### config.mk
export PLATFORM = sky130hd
export DESIGN_NAME = store_bus_seq
export DESIGN_NICKNAME = d
export VERILOG_FILES = /design/src/rtl/store_bus_seq.sv
export SDC_FILE = /design/constraint.sdc
export NUM_CORES = 1
export LEC_CHECK = 0
export ABC_AREA = 0
export BUFFER_PORTS_ARGS = -buffer_cell sky130_fd_sc_hd__buf_2
export CELL_PAD_IN_SITES_DETAIL_PLACEMENT = 1
export CELL_PAD_IN_SITES_GLOBAL_PLACEMENT = 2
export CORE_MARGIN = 1.5
export CORE_UTILIZATION = 37
export DETAILED_ROUTE_END_ITERATION = 16
export PLACE_DENSITY = 0.85
export SLEW_MARGIN = 20
export SYNTH_ARGS = -nofsm -noshare
export SYNTH_HDL_FRONTEND = slang
export SYNTH_SLANG_ARGS = --single-unit
### constraint.sdc
create_clock -name clk -period 4.01 [get_ports clk]
set_input_delay 0.6015 -clock clk [delete_from_list [all_inputs] [get_ports clk]]
set_output_delay 0.6015 -clock clk [all_outputs]
set_load 0.03 [all_outputs]
### src/rtl/store_bus_seq.sv
module store_bus_seq #(
  parameter int AW = 16,
  parameter int DW = 8,
  parameter logic [7:0] OPC_EXT = 8'hB7,
  parameter logic [7:0] OPC_IDX = 8'hA7
) (
  input  logic          clk,
  input  logic          rst_n,
  input  logic          start,
  input  logic [AW-1:0] op_addr,
  input  logic [DW-1:0] acc,
  input  logic [AW-1:0] idx,
  output logic [AW-1:0] bus_addr,
  output logic [DW-1:0] bus_wdata,
  input  logic [DW-1:0] bus_rdata,
  output logic          bus_rw,
  output logic          bus_valid,
  output logic          done,
  output logic          err,
  output logic [AW-1:0] next_op
);
  typedef enum logic [2:0] {S_IDLE = 3'd0, S_C1, S_C2, S_C3, S_C4} st_t;

  localparam logic [AW-1:0] DUMMY = {AW{1'b1}};

  st_t st;
  logic          is_idx;
  logic [AW-1:0] op_r, idx_r;
  logic [DW-1:0] acc_r, b1_r, b2_r;
  logic [AW-1:0] ea;

  assign ea = is_idx ? idx_r + AW'(b1_r) : {b1_r, b2_r};

  assign bus_valid = (st != S_IDLE);
  assign bus_rw    = (st != S_C4);
  assign bus_wdata = (st == S_C4) ? acc_r : '0;

  always_comb begin
    case (st)
      S_C1:    bus_addr = op_r;
      S_C2:    bus_addr = op_r + AW'(1);
      S_C3:    bus_addr = is_idx ? DUMMY : op_r + AW'(2);
      S_C4:    bus_addr = ea;
      default: bus_addr = '0;
    endcase
  end

  always_ff @(posedge clk or negedge rst_n) begin
    if (!rst_n) begin
      st      <= S_IDLE;
      is_idx  <= 1'b0;
      op_r    <= '0;
      idx_r   <= '0;
      acc_r   <= '0;
      b1_r    <= '0;
      b2_r    <= '0;
      done    <= 1'b0;
      err     <= 1'b0;
      next_op <= '0;
    end else begin
      done <= 1'b0;
      err  <= 1'b0;
      case (st)
        S_IDLE: if (start) begin
          op_r  <= op_addr;
          acc_r <= acc;
          idx_r <= idx;
          st    <= S_C1;
        end
        S_C1: begin
          if (bus_rdata == OPC_EXT) begin
            is_idx <= 1'b0;
            st     <= S_C2;
          end else if (bus_rdata == OPC_IDX) begin
            is_idx <= 1'b1;
            st     <= S_C2;
          end else begin
            err <= 1'b1;
            st  <= S_IDLE;
          end
        end
        S_C2: begin
          b1_r <= bus_rdata;
          st   <= S_C3;
        end
        S_C3: begin
          b2_r <= bus_rdata;
          st   <= S_C4;
        end
        S_C4: begin
          done    <= 1'b1;
          next_op <= op_r + (is_idx ? AW'(2) : AW'(3));
          st      <= S_IDLE;
        end
        default: st <= S_IDLE;
      endcase
    end
  end
endmodule

# Word level (Yosys, flattened, before mapping)
# Index checks and enable logic that the tools add are counted.
# op_classes
addsub,4
eq_ne,8
mux,15
reduce_logical,5
# ops
cell,count
16-bit one-hot mux with 4 select lines,1
16-bit 2-to-1 mux,2
16-bit by 1-bit adder with 16-bit output (second input constant),1
16-bit by 2-bit adder with 16-bit output,1
16-bit by 2-bit adder with 16-bit output (second input constant),1
16-bit by 8-bit adder with 16-bit output,1
8-bit == test (second input constant),2
3-bit one-hot mux with 4 select lines,1
8-bit 2-to-1 mux,1
1-bit 2-to-1 mux,7
3-bit by 2-bit == test with 1-bit output (second input constant),2
2-bit 2-to-1 mux,2
2-bit AND reduction,2
3-bit by 1-bit == test with 1-bit output (second input constant),1
3-bit == test (second input constant),1
3-bit logical NOT,1
3-bit 2-to-1 mux,1
3-bit inequality test (second input constant),1
3-bit nonzero test,1
2-bit inequality test (second input constant),1
2-bit nonzero test,1
# word_totals
ff_bits,78
out_inout_bits,44
wordCells,42

# Logic depth before layout (Yosys ltp)
# Gate-level depths: netlist of the first run.
# depth
word_depth,4
ltp_mapped,8

# Worst setup path after synthesis of the first run
# Ideal clock, no wire load.
# synth_path
kind,register -> output
startpoint,register b1_r[0]
endpoint,output port bus_addr[12]
arrival_ns,2.468
slack_ns,0.940
stages_incl_launch_ff,9
n_path_buf,0
cell_sequence,dfrtp_1 > ha_1 > fa_1 > a21o_1 > a221oi_2 > a21oi_1 > nand3_1 > xor2_1 > o21ai_0
# synth_via
elab_chain_len,3
# synth_rtl
element,line_no,text
from (decl),29,"logic [DW-1:0] acc_r, b1_r, b2_r;"
from (signal assigned),83,b1_r <= bus_rdata;
16-bit by 8-bit adder with 16-bit output,32,"assign ea = is_idx ? idx_r + AW'(b1_r) : {b1_r, b2_r};"
16-bit 2-to-1 mux,32,
16-bit one-hot mux with 4 select lines,39,case (st)
to (decl),13,"output logic [AW-1:0] bus_addr,"
# No other way between the ends.

# Worst setup path in the final report of the first run
# layout_path
startpoint,register b1_r[0]
endpoint,output port bus_addr[8]
# layout_via
elab_chain_len,3
# layout_rtl
element,line_no
16-bit by 8-bit adder with 16-bit output,32
16-bit 2-to-1 mux (*),32
16-bit one-hot mux with 4 select lines (*),39
# Every way passes the cells marked *; elsewhere a longest branch is shown, timed or not.

==> flow_summary.json, run 1 <==
{
  "antenna_found_initial": 0,
  "path_buf_inv": 1,
  "min_period_over_period_pct": 86.4,
  "die_w_um": 116,
  "fin_util_pct": 45.6,
  "yosysSeqAreaShare_pct": 41.5,
  "grt_start_max_net_pins": 79,
  "synth_cell_types": 60,
  "drtIter0Drc": 202,
  "ant_nets": 0,
  "multi_input_area_sq_um": 2550,
  "syn2layout_area_growth_pct": 18.6,
  "vias_per_cell": 5.38,
  "holdCritPathClass": "in2async",
  "clock.fmax_mhz": 289,
  "setup_viol": 0,
  "grt_pass1_wl_um": 22600,
  "synthCells": 491,
  "critPathMaxStageDelay_ns": 0.43,
  "clockBufferDepth": 2,
  "portBuffers": 94,
  "dp.cells": 730,
  "maxSlewViolCount": 0,
  "ctsResizeCount": 0,
  "placed_cell_area_sq_um": 5290,
  "cp_max_fo": 4,
  "drive_above_1_share_pct": 29.1,
  "startpoint_type": "register",
  "post_cts.repair.setup_buffers": 0,
  "seq_area_sq_um": 1950,
  "r2r_slack_ns": 1.41,
  "core_area_sq_um": 12200,
  "cp.arrival_ns": 2.86,
  "crit_chain": "ha_1 > fa_1 > a21o_1 > a221oi_2 > a21oi_1 > xor2_1 > a221o_1 > buf_2",
  "relSlewSlack_pct": 53.7,
  "r2r_end": "op_r[8]",
  "clock_latency_ns": 0.35,
  "p_per_area_nw_per_um2": 435,
  "r2r-start": "st[0]",
  "vias": 4016,
  "design_area_sq_um": 5570,
  "vdd_ir_drop_max_v": 0.000235,
  "outcome": "finished, final reports clean",
  "power_mw": 2.42,
  "maxCapViolCount": 0,
  "fp-row-count": 40,
  "synth_seq_cells": 78,
  "hpwl_um": 10400,
  "critPathRequiredTime_ns": 3.41,
  "yosysTopAreaCellShare_pct": 41.5,
  "remaining_drc_errors": 0,
  "setup_tns_ns": 0,
  "cellLeakagePower_nw": 2.52,
  "wl_um": 14100,
  "fill_cells": 1489,
  "ys_async_sr_fraction_pct": 100,
  "cts_hold_buf": 0,
  "synth_area_leader_cell": "dfrtp_1",
  "clk_pin_slew_ns": 0.06,
  "critPathKind": "reg2out",
  "stdcell_count": 746,
  "cts_made_buffers": 9,
  "synth-edff-count": 0,
  "syn_area_sq_um": 4700,
  "routedWlPerCell_um": 18.9,
  "cts_max_level": 3,
  "clockRootBuffer": "clkbuf_16",
  "netlist_top_cells_area": "dfrtp_1 (42%), mux2_2 (11%), nand2_1 (5.4%)",
  "hold_viol_final": 0,
  "startpoint": "b1_r[0]",
  "ys_warn_count": 0,
  "synth_ff_type": "dfrtp_1",
  "dr.pass1.iters": 5,
  "min_period_ns": 3.47,
  "endpoint_kind": "primary output",
  "ioPinCount": 95,
  "start_util_pct": 38.5,
  "cts_tree": "yes",
  "path_delay_family": "compound AO/OA/AOI/OAI gates",
  "gr-usage-all-layers_pct": 22.4,
  "rsz0062_at_grt": "no",
  "tritoncts_num_sinks": 78,
  "gp_congestion": 0.871,
  "fin_worst_skew_ns": 0.00521,
  "antennaDiodeCount": 0,
  "syn_nets": 557,
  "ff2ff_path_depth": 4,
  "grt_overflow_total": 0,
  "tightest_slew_ns": 0.691,
  "die-area_sq_um": 13400,
  "synth_area_per_cell_sq_um": 9.57,
  "fin_nets": 640,
  "fp.dieH_um": 116,
  "crit_slowest_cell": "fa_1",
  "grt_pass1_vias": 4167
}
## layer usage
| metal | vias up | track usage (%) | part of all wire [%] |
|---|---|---|---|
| met5 | - | 0 | 0 |
| met4 | 0 | 9.11 | 2.1 |
| met3 | 19 | 4.34 | 5.4 |
| met2 | 112 | 35.2 | 46 |
| met1 | 1970 | 30.3 | 46 |
| li1 | 1915 | - | - |
## report_power, final
part / switching, mW / leakage (nW) / internal (mW) / total, mW
clock: 0.320 / 0.133 / 0.449 / 0.770
sequential: 0.136 / 0.937 / 0.885 / 1.02
combinational: 0.357 / 1.45 / 0.277 / 0.633
total: 0.813 / 2.52 / 1.61 / 2.42
## stage by stage
step	worst slack, ns	hold WS (ns)
floorplan	0.940	0.306
finish	0.545	0.216
global placement	0.983	0.458
detailed placement	0.940	0.466
CTS	0.557	0.469
global route	0.456	0.252
## worst register-to-register path, cell delays in order, from the launching register on
cell and delay (ns):
dfrtp_1 0.61, or3_1 0.55, nor2_4 0.57, buf_4 0.38
mux2_2 0.37
## logic make-up after synthesis
| logic type | Yosys count | synth area share [%] |
|---|---|---|
| mux | 49 | 11.6 |
| flops | 78 | 41.5 |
| buf+inv | 40 | 4.29 |
| simple gates | 165 | 16.8 |
| fa+ha+maj | 15 | 4.15 |
| xor+xnor | 33 | 6.15 |
| compound gates | 111 | 15.4 |
## cell usage in the layout, fill, tap and decap left out, types with 7 or more instances in the layout
master / Yosys / final
inv_1: 7 / 7
a21oi_1: 19 / 19
nor2_1: 30 / 30
clkbuf_16: 0 / 9
and3_1: 14 / 14
buf_2: 14 / 93
nand3_1: 11 / 11
nor3_1: 8 / 8
ha_1: 14 / 14
dfrtp_1: 78 / 78
mux2_2: 45 / 45
xor2_1: 13 / 13
buf_4: 2 / 10
nand2_1: 68 / 68
xnor2_1: 20 / 20
o21ai_0: 42 / 42
## sequential cells by signal (all words and copies together) (netlist names)
name / flops
is_idx: 1
b2_r: 8
st: 3
next_op: 16
acc_r: 8
op_r: 16
b1_r: 8
err: 1
idx_r: 16
done: 1
## cell type report
type / count / area share, %
clock buffers: 14 / 4.74
clock inverters: 1 / 0.0898
inverters: 8 / 0.539
multi-input cells: 373 / 45.8
flip-flops and latches: 78 / 35.0
well taps: 168 / 3.77
repair buffers: 104 / 10.1
## worst max-delay path by stage
stage | to | cells after the start
3_3_place_gp | bus_addr[8] | 8
3_5_place_dp | bus_addr[8] | 8
4_1_cts | bus_addr[8] | 8
6_report | bus_addr[8] | 8
2_1_floorplan | bus_addr[12] | 8
5_1_grt | bus_addr[13] | 8
## synthesized netlist by cell type, types with 2 or more instances
cell type / n
a211oi_1: 3
a21o_1: 4
a21oi_1: 19
a22oi_1: 3
a311o_1: 2
a31oi_1: 4
a32oi_1: 2
a41oi_1: 2
and2_1: 2
and3_1: 14
and4_1: 2
buf_2: 14
buf_4: 2
buf_6: 3
clkbuf_1: 9
clkbuf_2: 3
dfrtp_1: 78
ha_1: 14
inv_1: 7
mux2_2: 45
mux2i_1: 4
nand2_1: 68
nand2b_1: 6
nand3_1: 11
nand4_1: 3
nor2_1: 30
nor2b_1: 5
nor3_1: 8
nor3b_1: 4
nor4_1: 4
o211ai_1: 3
o21a_1: 5
o21ai_0: 42
o21bai_1: 4
o221ai_1: 3
o22ai_1: 2
o311a_1: 3
xnor2_1: 20
xor2_1: 13
Power figures use the tool's default switching activity.
==> inputs of run 2 (changes only) <==
- CORE_UTILIZATION: 37 -> 34
- PLACE_DENSITY: 0.85 -> 0.79
==> run 2 against run 1 <==
Effect of this change: final area up 1.8%; hold slack better by 0.081 ns; sequential share of layout area down 0.62 points; largest power group unchanged; sequential power about the same; combinational power about the same; worst setup slack worse by 0.12 ns; clock power up 31%; global-route usage down 2.5 points; non-clock buffer count down 2; wire length down 1.9%; sequential cell count unchanged.
==> flow_summary.json, run 2 (synthesis results as in run 1) <==
{
  "grt_pass1_vias": 3987,
  "clk_pin_slew_ns": 0.06,
  "grt_pass1_wl_um": 22100,
  "place_ws_ns": 0.886,
  "p_per_area_nw_per_um2": 469,
  "maxSlewViolCount": 0,
  "setup_viol": 0,
  "hold_viol_final": 0,
  "portBuffers": 94,
  "clockBufferDepth": 2,
  "drive_above_1_share_pct": 29.5,
  "maxCapViolCount": 0,
  "cp.arrival_ns": 2.98,
  "vias_per_cell": 5.22,
  "cts_made_buffers": 9,
  "cts_tree": "yes",
  "start_util_pct": 35.2,
  "critPathRequiredTime_ns": 3.41,
  "rsz0062_at_grt": "no",
  "tightest_slew_ns": 0.749,
  "ant_nets": 0,
  "grt_start_max_net_pins": 79,
  "fin_nets": 638,
  "holdCritPathClass": "in2async",
  "post_cts.repair.setup_buffers": 0,
  "setup_tns_ns": 0,
  "antenna_found_initial": 0,
  "setup_ws_ns": 0.429,
  "ctsResizeCount": 0,
  "endpoint_kind": "primary output",
  "outcome": "finished, final reports clean",
  "cellLeakagePower_nw": 2.56,
  "final_common_cell": "buf_2",
  "antennaDiodeCount": 0,
  "cts_max_level": 3,
  "routedWlPerCell_um": 18.3,
  "final_cell_mix": "buf_2 (93), dfrtp_1 (78), nand2_1 (68)",
  "gp_congestion": 0.863,
  "wl_um": 13800,
  "fin_worst_skew_ns": 0.00802,
  "cts_hold_buf": 0,
  "cp_max_fo": 4,
  "hpwl_um": 10300,
  "tritoncts_num_sinks": 78,
  "min_period_over_period_pct": 89.3,
  "clockRootBuffer": "clkbuf_16",
  "min_period_ns": 3.58,
  "relSlewSlack_pct": 50.0,
  "fp.dieH_um": 121,
  "startpoint_type": "register",
  "dr.pass1.iters": 9,
  "vdd_ir_drop_max_v": 0.000212,
  "die_w_um": 121,
  "clock_latency_ns": 0.35,
  "die-area_sq_um": 14500,
  "grt_overflow_total": 0,
  "drtIter0Drc": 147,
  "core_area_sq_um": 13300,
  "clock.fmax_mhz": 279,
  "critPathKind": "reg2out",
  "remaining_drc_errors": 0,
  "gr-usage-all-layers_pct": 19.9,
  "largestRegisters": "idx_r (16), next_op (16), op_r (16)",
  "ioPinCount": 95,
  "syn2layout_area_growth_pct": 20.7,
  "vias": 3928,
  "fp-row-count": 42
}
## run 2: cell count changes in the layout (fill, tap and decap cells not counted), sizes merged
cell / previous run / this run
buf: 104 / 102
bufinv: 0 / 4
clkbuf: 14 / 9
clkinvlp: 0 / 1
inv: 8 / 9
## run 2: worst paths after layout
path / start / end / slack (ns) / depth (start not counted)
worst min register to register: next_op[11] / next_op[11] / 0.47 / 2
max in group asynchronous: rst_n / idx_r[12] / 3.22 / 1
worst min-delay path: rst_n / op_r[3] / 0.30 / 1
min in group clk: next_op[11] / next_op[11] / 0.47 / 2
worst max-delay path: b1_r[0] / bus_addr[12] / 0.43 / 9
worst max register to register: st[1] / op_r[8] / 1.58 / 5
## run 2: through the flow
| stage | area (sq um) | cells | hold slack [ns] | util [%] | total power, mW |
|---|---|---|---|---|---|
| CTS | 5670 | 753 | 0.468 | 42.5 | 2.69 |
| floorplan | 4700 | 491 | 0.306 | - | 1.45 |
| detailed placement | 5300 | 737 | 0.466 | 39.7 | 1.66 |
| global placement | 5300 | 737 | 0.458 | 39.7 | 1.64 |
| finish | 5670 | 753 | 0.298 | 42.5 | 2.66 |
| global route | 5670 | 753 | 0.356 | 42.5 | 2.80 |
## run 2: area by class of cell
type                       count  area, sq um
fill                        1553         7670
multi-input combinational    373         2550
sequential                    78         1950
timing repair buffer         102          549
clock buffer                   9          225
tap                          176          220
clock inverter                 7          145
inverter                       8         30.0
## run 2: critical path, cell delays in order, from the launching register on
cell,delay [ns]
dfrtp_1,0.40
ha_1,0.23
fa_1,0.43
a21o_1,0.21
a221oi_2,0.39
a21oi_1,0.23
nand3_1,0.16
xor2_1,0.08
o21ai_0,0.25
buf_2,0.26
## run 2: per-layer routing
metal  up-vias  GRT usage, %  wire length [um]
li1       1913             -                 -
met1      1910          27.5              6640
met2        91          31.5              6390
met3        14          3.40               575
met4         0          6.84               206
met5         -             0                 0
## run 2: where the power goes
| part | leakage, nW | internal, mW | switching (mW) |
|---|---|---|---|
| sequential | 0.937 | 0.884 | 0.131 |
| combinational | 1.44 | 0.277 | 0.358 |
| clock | 0.176 | 0.674 | 0.339 |
| total | 2.56 | 1.84 | 0.828 |
==> inputs of run 3 (changes only) <==
- ABC_AREA: 0 -> 1
- PLACE_DENSITY: 0.79 -> 0.85
==> run 3 against run 2 <==
Effect of this change: via count grew 17%; synthesized cell count up 34%; global-route usage rose by 2.1 points; clock skew shrank 0.00069 ns; hold slack got worse by 0.0047 ns; critical endpoint is now bus_addr[7]; largest cell class unchanged.
==> flow_summary.json, run 3 <==
{
  "start_util_pct": 34.8,
  "grt_start_max_net_pins": 79,
  "maxCapViolCount": 0,
  "synth_area_leader_cell": "dfrtp_1",
  "yosysSeqAreaShare_pct": 40.4,
  "maxSlewViolCount": 0,
  "clockRootBuffer": "clkbuf_16",
  "tritoncts_num_sinks": 78,
  "fp-row-count": 43,
  "gp_congestion": 0.836,
  "grt_overflow_total": 0,
  "endpoint_kind": "primary output",
  "critPathKind": "reg2out",
  "tightest_slew_ns": 0.838,
  "syn_nets": 724,
  "multi_input_area_sq_um": 2490,
  "worst_path_most_repeated_cell": "nand2_1",
  "cp_max_fo": 20,
  "cp.arrival_ns": 2.65,
  "hpwl_um": 11700,
  "dr.pass1.iters": 4,
  "vias": 4604,
  "crit_slowest_cell": "dfrtp_1",
  "remaining_drc_errors": 0,
  "synth_area_per_cell_sq_um": 7.35,
  "portBuffers": 94,
  "holdCritPathClass": "in2async",
  "grt_pass1_wl_um": 25100,
  "syn2layout_area_growth_pct": 20.1,
  "cellLeakagePower_nw": 3.07,
  "syn_area_sq_um": 4840,
  "cts_max_level": 3,
  "power_mw": 2.66,
  "wl_um": 15300,
  "cts_made_buffers": 9,
  "hold_viol_final": 0,
  "setup_viol": 0,
  "die-area_sq_um": 14900,
  "fin_nets": 811,
  "ioPinCount": 95,
  "ctsResizeCount": 0,
  "cts_hold_buf": 0,
  "gr-usage-all-layers_pct": 21.9,
  "ys_warn_count": 0,
  "grt_pass1_vias": 4855,
  "outcome": "finished, final reports clean",
  "vias_per_cell": 4.95,
  "antenna_found_initial": 0,
  "yosysTopAreaCellShare_pct": 40.4,
  "relSlewSlack_pct": 44.1,
  "clk_pin_slew_ns": 0.07,
  "synth_seq_cells": 78,
  "synth_cell_types": 44,
  "critPathRequiredTime_ns": 3.41,
  "clock.fmax_mhz": 308,
  "cts_tree": "yes",
  "crit_chain": "nor2_2 > nand2_1 > inv_2 > nand2_1 > nand2_1 > inv_1 > o211ai_1 > nand2_1 > nand2_1 > inv_1 > nand2_1 > buf_2",
  "routedWlPerCell_um": 16.5,
  "netlist_top_cells_area": "dfrtp_1 (40%), nand2_1 (13%), nor2_1 (7.1%)",
  "fin_worst_skew_ns": 0.00733,
  "seq_area_sq_um": 1950,
  "synthCells": 658,
  "drive_above_1_share_pct": 19.5,
  "r2r_slack_ns": 1.50,
  "final_common_cell": "nand2_1",
  "core_area_sq_um": 13900,
  "synth-edff-count": 0,
  "die_w_um": 122,
  "startpoint": "st[0]",
  "fin_util_pct": 41.8,
  "setup_tns_ns": 0,
  "r2r-start": "is_idx",
  "clockBufferDepth": 2,
  "fill_cells": 1795,
  "rsz0062_at_grt": "no",
  "synth_ff_type": "dfrtp_1",
  "ant_nets": 0,
  "yosys-top-cells-count": "nand2_1 (163), nor2_1 (91), dfrtp_1 (78), inv_1 (70), o21ai_0 (55)",
  "min_period_over_period_pct": 81.0,
  "vdd_ir_drop_max_v": 0.000258,
  "p_per_area_nw_per_um2": 458,
  "startpoint_type": "register",
  "drtIter0Drc": 200,
  "antennaDiodeCount": 0,
  "post_cts.repair.setup_buffers": 0,
  "clock_latency_ns": 0.35,
  "fp.dieH_um": 122,
  "ys_async_sr_fraction_pct": 100,
  "largestRegisters": "idx_r (16), next_op (16), op_r (16)",
  "yosysMostFrequentCell": "nand2_1",
  "final_cell_mix": "nand2_1 (163), buf_2 (93), nor2_1 (91)",
  "critPathMaxStageDelay_ns": 0.44,
  "min_period_ns": 3.25
}
run 3: cell types whose count changed after synthesis, sizes merged, moves of 5 or more:
cell    change
nand2      +97
nand3      +27
and3       -14
inv        +66
mux2       -35
o21ai      +15
o21a        -5
nand2b      -6
xnor2      -19
buf         -6
nor2b       -5
a21oi      +29
nor2       +67
run 3: final timing paths:
kind / endpoint / cells past startpoint
worst max-delay path: bus_addr[7] / 12
worst min-delay path: done / 1
worst max register to register: next_op[12] / 10
worst min register to register: next_op[6] / 2
max in group asynchronous: acc_r[4] / 1
min in group clk: idx_r[2] / 2
run 3: critical path, delay by kind of cell (launching register included):
family,cells,cell delay [ns]
AO/OA/AOI/OAI,1,0.11
buffers and inverters,4,0.68
flip-flops,1,0.44
AND/OR/NAND/NOR,7,1.06
run 3: metal layers:
metal | wire length, um | global-route usage, %
met1 | 6850 | 28.1
met2 | 7690 | 37.6
met3 | 398 | 3.39
met4 | 358 | 7.49
met5 | 0 | 0
run 3: stage by stage:
| step | worst slack (ns) | hold slack, ns | area [sq um] | instances |
|---|---|---|---|---|
| 5_1_grt | 0.460 | 0.367 | 5810 | 930 |
| 6_report | 0.763 | 0.293 | 5810 | 930 |
| 3_3_place_gp | 1.19 | 0.460 | 5460 | 914 |
| 2_1_floorplan | 1.40 | 0.306 | 4840 | 658 |
| 4_1_cts | 0.695 | 0.472 | 5800 | 930 |
| 3_5_place_dp | 1.08 | 0.471 | 5460 | 914 |
run 3: logic make-up (layout without fill, tap and decap cells):
group	after synthesis	count (layout)	share of synthesized area [%]
buffers and inverters	97	189	8.10
flip-flops	78	78	40.4
AO/OA/AOI/OAI	118	118	13.4
adder cells (fa/ha/maj)	15	15	4.04
multiplexers	10	10	2.33
AND/OR/NAND/NOR	324	324	28.8
XOR/XNOR	16	16	2.90
run 3: power by group:
group	switching, mW	leakage [nW]	internal (mW)
clock network	0.359	0.170	0.612
logic	0.473	2.02	0.239
registers	0.0962	0.880	0.882
run 3: layout make-up:
type                       count  area share [%]
multi-input combinational    483            42.9
sequential                    78            33.6
timing repair buffer          98            8.73
inverter                      75            4.89
clock buffer                   9            3.88
tap                          180            3.88
clock inverter                 7            2.09
